==> config.mk <==
export PLATFORM = sky130hd
export DESIGN_NAME = cw_checksum
export DESIGN_NICKNAME = d
export VERILOG_FILES = /design/src/rtl/cw_checksum.sv
export SDC_FILE = /design/constraint.sdc
export NUM_CORES = 1
export LEC_CHECK = 0
export BUFFER_PORTS_ARGS = -buffer_cell sky130_fd_sc_hd__buf_2
export CORE_ASPECT_RATIO = 0.7
export CORE_UTILIZATION = 40
export CTS_BUF_LIST = sky130_fd_sc_hd__clkbuf_8 sky130_fd_sc_hd__clkbuf_16
export CTS_CLUSTER_SIZE = 20
export DETAILED_ROUTE_END_ITERATION = 16
export PLACE_DENSITY = 0.62
export SYNTH_ARGS = -nofsm -noshare
export SYNTH_HDL_FRONTEND = slang
export SYNTH_SLANG_ARGS = --single-unit
==> constraint.sdc <==
create_clock -name clk -period 2.3 [get_ports clk]
set_input_delay 0.46 -clock clk [delete_from_list [all_inputs] [get_ports clk]]
set_output_delay 0.46 -clock clk [all_outputs]
set_load 0.02 [all_outputs]
==> src/rtl/cw_checksum.sv <==
module cw_checksum #(
  parameter int          MSG_BITS = 48,
  parameter int          CRC_W    = 15,
  parameter logic [14:0] POLY     = 15'h6815
) (
  input  logic        clk,
  input  logic        rst_n,
  input  logic        start,
  input  logic        mode_chk,
  input  logic        bit_vld,
  input  logic        bit_in,
  output logic        done,
  output logic [15:0] check_word,
  output logic [7:0]  syn_lo,
  output logic [7:0]  syn_hi,
  output logic        chk_true
);
  localparam int DIV_CHK = MSG_BITS + CRC_W;
  localparam int CW_BITS = DIV_CHK + 1;
  localparam int CNT_W   = $clog2(CW_BITS + 1);

  logic [CNT_W-1:0] cnt_q;
  logic [14:0]      lfsr_q;
  logic             par_q, perr_q, mode_q, done_q;

  logic             take, in_div, fb_bit, fb, last_bit;
  logic [14:0]      rem_mod;

  assign take     = bit_vld && !start && !done_q;
  assign in_div   = mode_q ? (cnt_q < CNT_W'(DIV_CHK)) : (cnt_q < CNT_W'(MSG_BITS));
  assign fb_bit   = (mode_q && cnt_q == CNT_W'(DIV_CHK - 1)) ? ~bit_in : bit_in;
  assign fb       = fb_bit ^ lfsr_q[14];
  assign last_bit = mode_q ? (cnt_q == CNT_W'(CW_BITS - 1)) : (cnt_q == CNT_W'(MSG_BITS - 1));

  always_ff @(posedge clk or negedge rst_n) begin
    if (!rst_n) begin
      cnt_q  <= '0;
      lfsr_q <= '0;
      par_q  <= 1'b0;
      perr_q <= 1'b0;
      mode_q <= 1'b0;
      done_q <= 1'b0;
    end else if (start) begin
      cnt_q  <= '0;
      lfsr_q <= '0;
      par_q  <= 1'b0;
      perr_q <= 1'b0;
      mode_q <= mode_chk;
      done_q <= 1'b0;
    end else if (take) begin
      cnt_q <= cnt_q + 1'b1;
      if (in_div) begin
        lfsr_q <= {lfsr_q[13:0], 1'b0} ^ (fb ? POLY : 15'h0);
        par_q  <= par_q ^ bit_in;
      end else begin
        perr_q <= par_q ^ bit_in;
      end
      if (last_bit) done_q <= 1'b1;
    end
  end

  assign rem_mod    = {lfsr_q[14:1], ~lfsr_q[0]};
  assign check_word = (done_q && !mode_q) ? {rem_mod, par_q ^ (^rem_mod)} : 16'h0;
  assign syn_lo     = (done_q && mode_q) ? lfsr_q[7:0] : 8'h0;
  assign syn_hi     = (done_q && mode_q) ? {perr_q, lfsr_q[14:8]} : 8'h0;
  assign chk_true   = done_q && mode_q && (syn_lo == 8'h0) && (syn_hi == 8'h0);
  assign done       = done_q;

  p_start_clears_r8: assert property (@(posedge clk) disable iff (!rst_n)
    start |=> (cnt_q == '0 && lfsr_q == '0 && !done && !par_q && !perr_q));
  p_hold_results_r9: assert property (@(posedge clk) disable iff (!rst_n)
    (done && !start) |=> (done && $stable(lfsr_q) && $stable(perr_q) && $stable(check_word)));
  p_idle_no_change_r9: assert property (@(posedge clk) disable iff (!rst_n)
    (!bit_vld && !start) |=> ($stable(cnt_q) && $stable(lfsr_q) && $stable(par_q)));
  p_count_bound_r9: assert property (@(posedge clk) disable iff (!rst_n)
    cnt_q <= CNT_W'(CW_BITS));
  p_mode_latched_r10: assert property (@(posedge clk) disable iff (!rst_n)
    !start |=> $stable(mode_q));
  p_gen_no_perr_r2: assert property (@(posedge clk) disable iff (!rst_n)
    (done && !mode_q) |-> (!perr_q && !chk_true));
  p_done_after_bit_r5: assert property (@(posedge clk) disable iff (!rst_n)
    $rose(done) |-> $past(bit_vld));
endmodule

Word level (Yosys, flattened, before mapping)
Index checks and enable logic that the tools add are counted.
{ "classes": {"addsub": 1, "magnitude_cmp": 2, "n_eq_ne": 4, "muxes": 21, "bitwise": 6, "reduce_logical": 19} }
{ "ops": {"columns": ["operator", "n"], "rows": [
  ["2-to-1 mux 15 bit", 4],
  ["== test 7 x 6 -> 1 bit (second input constant)", 3],
  ["logical NOT 8 bit", 2],
  ["2-to-1 mux 16 bit", 1],
  ["2-to-1 mux 8 bit", 2],
  ["parity 15 bit", 1],
  ["bitwise XOR 15 bit", 1],
  ["less-than comparator 7 x 6 -> 1 bit (second input constant)", 2],
  ["2-to-1 mux 7 bit", 2],
  ["2-to-1 mux 1 bit", 12],
  ["adder 7 x 1 -> 7 bit (second input constant)", 1],
  ["logical AND 1 bit", 7],
  ["AND reduction 2 bit", 3],
  ["nonzero test 2 bit", 3],
  ["logical NOT 1 bit", 3],
  ["bitwise XOR 1 bit", 3],
  ["inequality test 2 bit (second input constant)", 1],
  ["inverter 1 bit", 2]
]} }
{ "totals": {"ff_bits": 26, "in_bits": 6, "out_inout_bits": 34} }

Depth between registers and ports, before layout
{ "depth": {"depth_word": 9, "ltp_mapped": 7} }

Least setup slack after synthesis
OpenSTA, ideal clock, no wires.
{ "synth_timing": {"kind": "register to output", "from": "reg done_q (netlist: done)", "to": "out chk_true", "arrival_time_ns": 1.318, "t_required_ns": 1.840, "path_slack_ns": 0.522, "stages_incl_launch_ff": 5, "path_cell_list": "dfrtp_1 > clkbuf_1 > clkbuf_1 > nand3_1 > nor2_1"} }
{ "synth_via": {"elab_chain_cells": 5, "word_cells_on_any_way": 7, "classes_between": "mux: 2; reduce/logical: 5"} }
{ "synth_lines": {"columns": ["item", "line_no", "source"], "rows": [
  ["start, declared", "24", "logic par_q, perr_q, mode_q, done_q;"],
  ["start signal, assigned", "42", "done_q <= 1'b0;"],
  ["start signal, assigned", "49", "done_q <= 1'b0;"],
  ["start signal, assigned", "58", "if (last_bit) done_q <= 1'b1;"],
  ["logical AND 1 bit (*)", "64, 65, 66", null],
  ["2-to-1 mux 8 bit", "64", "assign syn_lo = (done_q && mode_q) ? lfsr_q[7:0] : 8'h0;"],
  ["logical NOT 8 bit", "66", "assign chk_true = done_q && mode_q && (syn_lo == 8'h0) && (syn_hi == 8'h0);"],
  ["logical AND 1 bit", "66", null],
  ["logical AND 1 bit (*)", "66", null],
  ["end, declared", "16", "output logic chk_true"]
]} }
Mark *: on every way between the ends. The rest lies on a longest branch, timed or not.

Worst setup path in the final report
{ "layout_timing": {"from": "reg lfsr_q[2]", "to": "out check_word[0]"} }
{ "layout_via": {"elab_chain_cells": 3} }
{ "layout_lines": {"columns": ["item", "line_no", "source"], "rows": [
  ["start, declared", "23", "logic [14:0] lfsr_q;"],
  ["start signal, assigned", "53", "lfsr_q <= {lfsr_q[13:0], 1'b0} ^ (fb ? POLY : 15'h0);"],
  ["parity 15 bit", "63", "assign check_word = (done_q && !mode_q) ? {rem_mod, par_q ^ (^rem_mod)} : 16'h0;"],
  ["bitwise XOR 1 bit", "63", null],
  ["2-to-1 mux 16 bit", "63", null],
  ["end, declared", "13", "output logic [15:0] check_word,"]
]} }
No other way between the ends.

==> results.md <==
- Antenna viol nets, final: 0
- Synth Warn #: 0
- Initial core utilization: 43.35%
- DRT iter0 DRCs: 71
- TritonCTS buffer count: 3
- Die area: 4239 um2
- Wire length after detailed routing: 3.720 mm
- DRC viols: 0
- Synthesis-stage register bit count: 26
- Post-Synthesis Cells: 161
- Setup_tns: 0 ns
- CTS root buf: clkbuf_8
- Clock Tree Buf Depth: 2
- Kind of critical path: reg2out
- Largest net degree at the start of global routing: 27
- Crit Path Max Fanout: 6
- Slew HR: 33.01%
- GRT Total Usage: 19.33%
- Tcrit/Tclk final: 92.00%
- P&R area growth vs syn: 19.97%
- Status: complete, no violations
- Nets: 207
- Final GP Congestion: 0.7730
- FF-to-FF Start: cnt_q[1]$_DFFE_PN0P_
- Most used cell along the critical path: xnor2_1
- Total power: 1.087 mW
- Syn_area_per_cell: 9.885 um2
- Peak supply drop: 0.3984 mV
- # rows: 18
- I/O pins: 40
- Pre-Repair DR Iteration Count: 4
- Lkg Pwr: 1.019 nW
- Crit path from: lfsr_q[2]$_DFFE_PN0P_
- Reg2reg end: lfsr_q[13]$_DFFE_PN0P_
- Max Cap Viol: 0
- Hold Violations, Final: 0
- Vias in the first global route: 1201
- CTS tree: yes
- First-pass GRT wire length: 6.141 mm
- Worst setup SP type: flip-flop
- Initial antenna violation count: 0
- Post-CTS setup buffer count: 0
- Total grt overflow: 0
- CTS clk-pin slew, worst paths: 0.10 ns
- Dpl hpwl: 2.651 mm
- CP Capture Type: primary output
- Worst r2r path cells: 5
- CP max stage cell: dfrtp_1
- Sequence of cells on the critical path: xnor2_1 -> xnor2_1 -> xnor2_1 -> xnor2_1 -> nor2_1 -> buf_2
- CORE AREA: 3671 um2
- Post-synthesis cell area: 1592 um2
- Distinct cells, synth: 33
- CP required: 1.84 ns
- Num Clock Sinks: 26
- CP arrival: 1.66 ns
- Fmax: 472.6 MHz
- Antenna Cells: 0
- Syn Nets: 169
- CP peak stage delay: 0.47 ns
- Pwr/cell area: 569.2 nW/um2
- Clock insertion delay at the later pin of the skew report: 0.28 ns
- Die Y: 54.78 um
- Endpoints failing setup: 0
- Port Buffers: 39
- Slew @ Worst Pin: 1.001 ns
- Via count: 1297
- R2R setup slack: 0.22 ns
- Fin crit period: 2.116 ns
- Avg Vias per Cell: 5.230
- RSZ-0062 raised after global routing: false
- Fin. max-slew vios: 0
- Clk_skew: 0.009936 ns
- Crit path to: check_word[0]
- Post-synthesis sequential area ratio: 40.88%
- H-tree depth: 1
- Die Span X: 77.39 um
- Share of layout cells above drive strength 1: 27.78%
- Drt wl/cell: 15.00 um
- HP Class: in2async
## where the power goes
group / leakage, nW / internal, mW / total (mW) / switching (mW)
Clock: 0.0357 / 0.233 / 0.384 / 0.151
Sequential: 0.353 / 0.478 / 0.519 / 0.0413
Combinational: 0.630 / 0.0908 / 0.184 / 0.0930
Total: 1.02 / 0.802 / 1.09 / 0.285
## Yosys cell counts (all sizes together)
library cell,count,area [um2]
dfrtp,26,650.6
xnor2,18,165.2
and3,17,107.6
a22o,15,132.6
and2,14,87.58
nor2,13,48.80
xor2,12,105.1
clkbuf,8,31.28
nand2,5,21.27
nor4,5,37.53
nand3,4,20.02
a21oi,3,15.01
nand4,3,18.77
buf,2,12.51
ha,2,25.02
nand2b,2,12.51
nor2b,2,12.51
nor3,2,10.01
a211oi,1,7.510
and4,1,8.760
inv,1,3.750
mux2,1,11.26
mux2i,1,10.01
nor3b,1,7.510
nor4b,1,23.77
o21ai,1,5.000
## state kept, by name, summed over array words and instances, names as in the netlist
signal  cells
perr_q      1
cnt_q       7
par_q       1
done        1
lfsr_q     15
mode_q      1
## timing repair
| item | 4_1_cts | 5_1_grt |
|---|---|---|
| setup endpoints to repair | 0 | 14 |
| hold buffers | 0 | 0 |
| gates resized for setup | 0 | 1 |
## worst max-delay path: cells and delay by family (launching register included)
family,cells,cell delay (ns)
XOR/XNOR,4,0.66
buffers and inverters,1,0.17
flip-flops,1,0.47
AND/OR/NAND/NOR,1,0.08
## cell type report
type	instances	area [um2]
inverter	1	3.754
clock inverter	1	30.03
multi-input combinational	124	895.9
sequential	26	650.6
clock buffer	3	41.29
fill	344	1762
tap	50	62.56
timing repair buffer	43	225.2
## routing by layer
layer / global-route usage (%) / vias up / share of wire, %
met2: 30.97 / 31 / 43
met5: 0 / - / 0
met4: 2.830 / 0 / 0.22
met1: 27.34 / 630 / 52
met3: 4.500 / 2 / 4.5
li1: - / 634 / -
## through the flow
step | std cells | utilization, % | area [um2] | setup slack, ns | hold slack (ns)
2_1_floorplan | 161 | - | 1592 | 0.5224 | 0.1644
3_3_place_gp | 244 | 50.00 | 1836 | 0.3756 | 0.4925
3_5_place_dp | 244 | 50.00 | 1836 | 0.2540 | 0.5003
4_1_cts | 248 | 51.94 | 1907 | 0.05187 | 0.1988
5_1_grt | 248 | 52.01 | 1909 | 0.05206 | 0.2125
6_report | 248 | 52.01 | 1909 | 0.1840 | 0.1681
## cell usage in the layout (no fill, tap or decap), types with 2 or more instances in the layout
cell	Yosys	final
and3_1	16	16
and2_1	14	14
ha_1	2	2
nand2_1	4	4
buf_4	1	4
nor2_1	13	13
clkbuf_8	0	3
buf_2	1	39
nor4_1	4	4
xor2_1	12	12
a22o_1	14	14
dfrtp_1	26	26
nor3_1	2	2
nand2b_1	2	2
nand4_1	3	3
xnor2_1	17	17
nand3_1	4	4
a21oi_1	3	3
## worst min path at each step
stage,startpoint,to,slack [ns],depth (start not counted)
global route,rst_n,lfsr_q[8]$_DFFE_PN0P_,0.21,1
CTS,rst_n,lfsr_q[8]$_DFFE_PN0P_,0.20,1
finish,rst_n,lfsr_q[8]$_DFFE_PN0P_,0.17,1
floorplan,rst_n,cnt_q[0]$_DFFE_PN0P_,0.16,0
detailed placement,rst_n,lfsr_q[10]$_DFFE_PN0P_,0.50,1
global placement,rst_n,lfsr_q[9]$_DFFE_PN0P_,0.49,1
## kinds of logic after synthesis
logic type / share of synthesized area, %
compound gates: 10.06
flops: 40.88
fa+ha+maj: 1.572
simple gates: 26.18
xor+xnor: 16.98
buf+inv: 2.987
mux: 1.336
(Power assumes the default switching activity.)
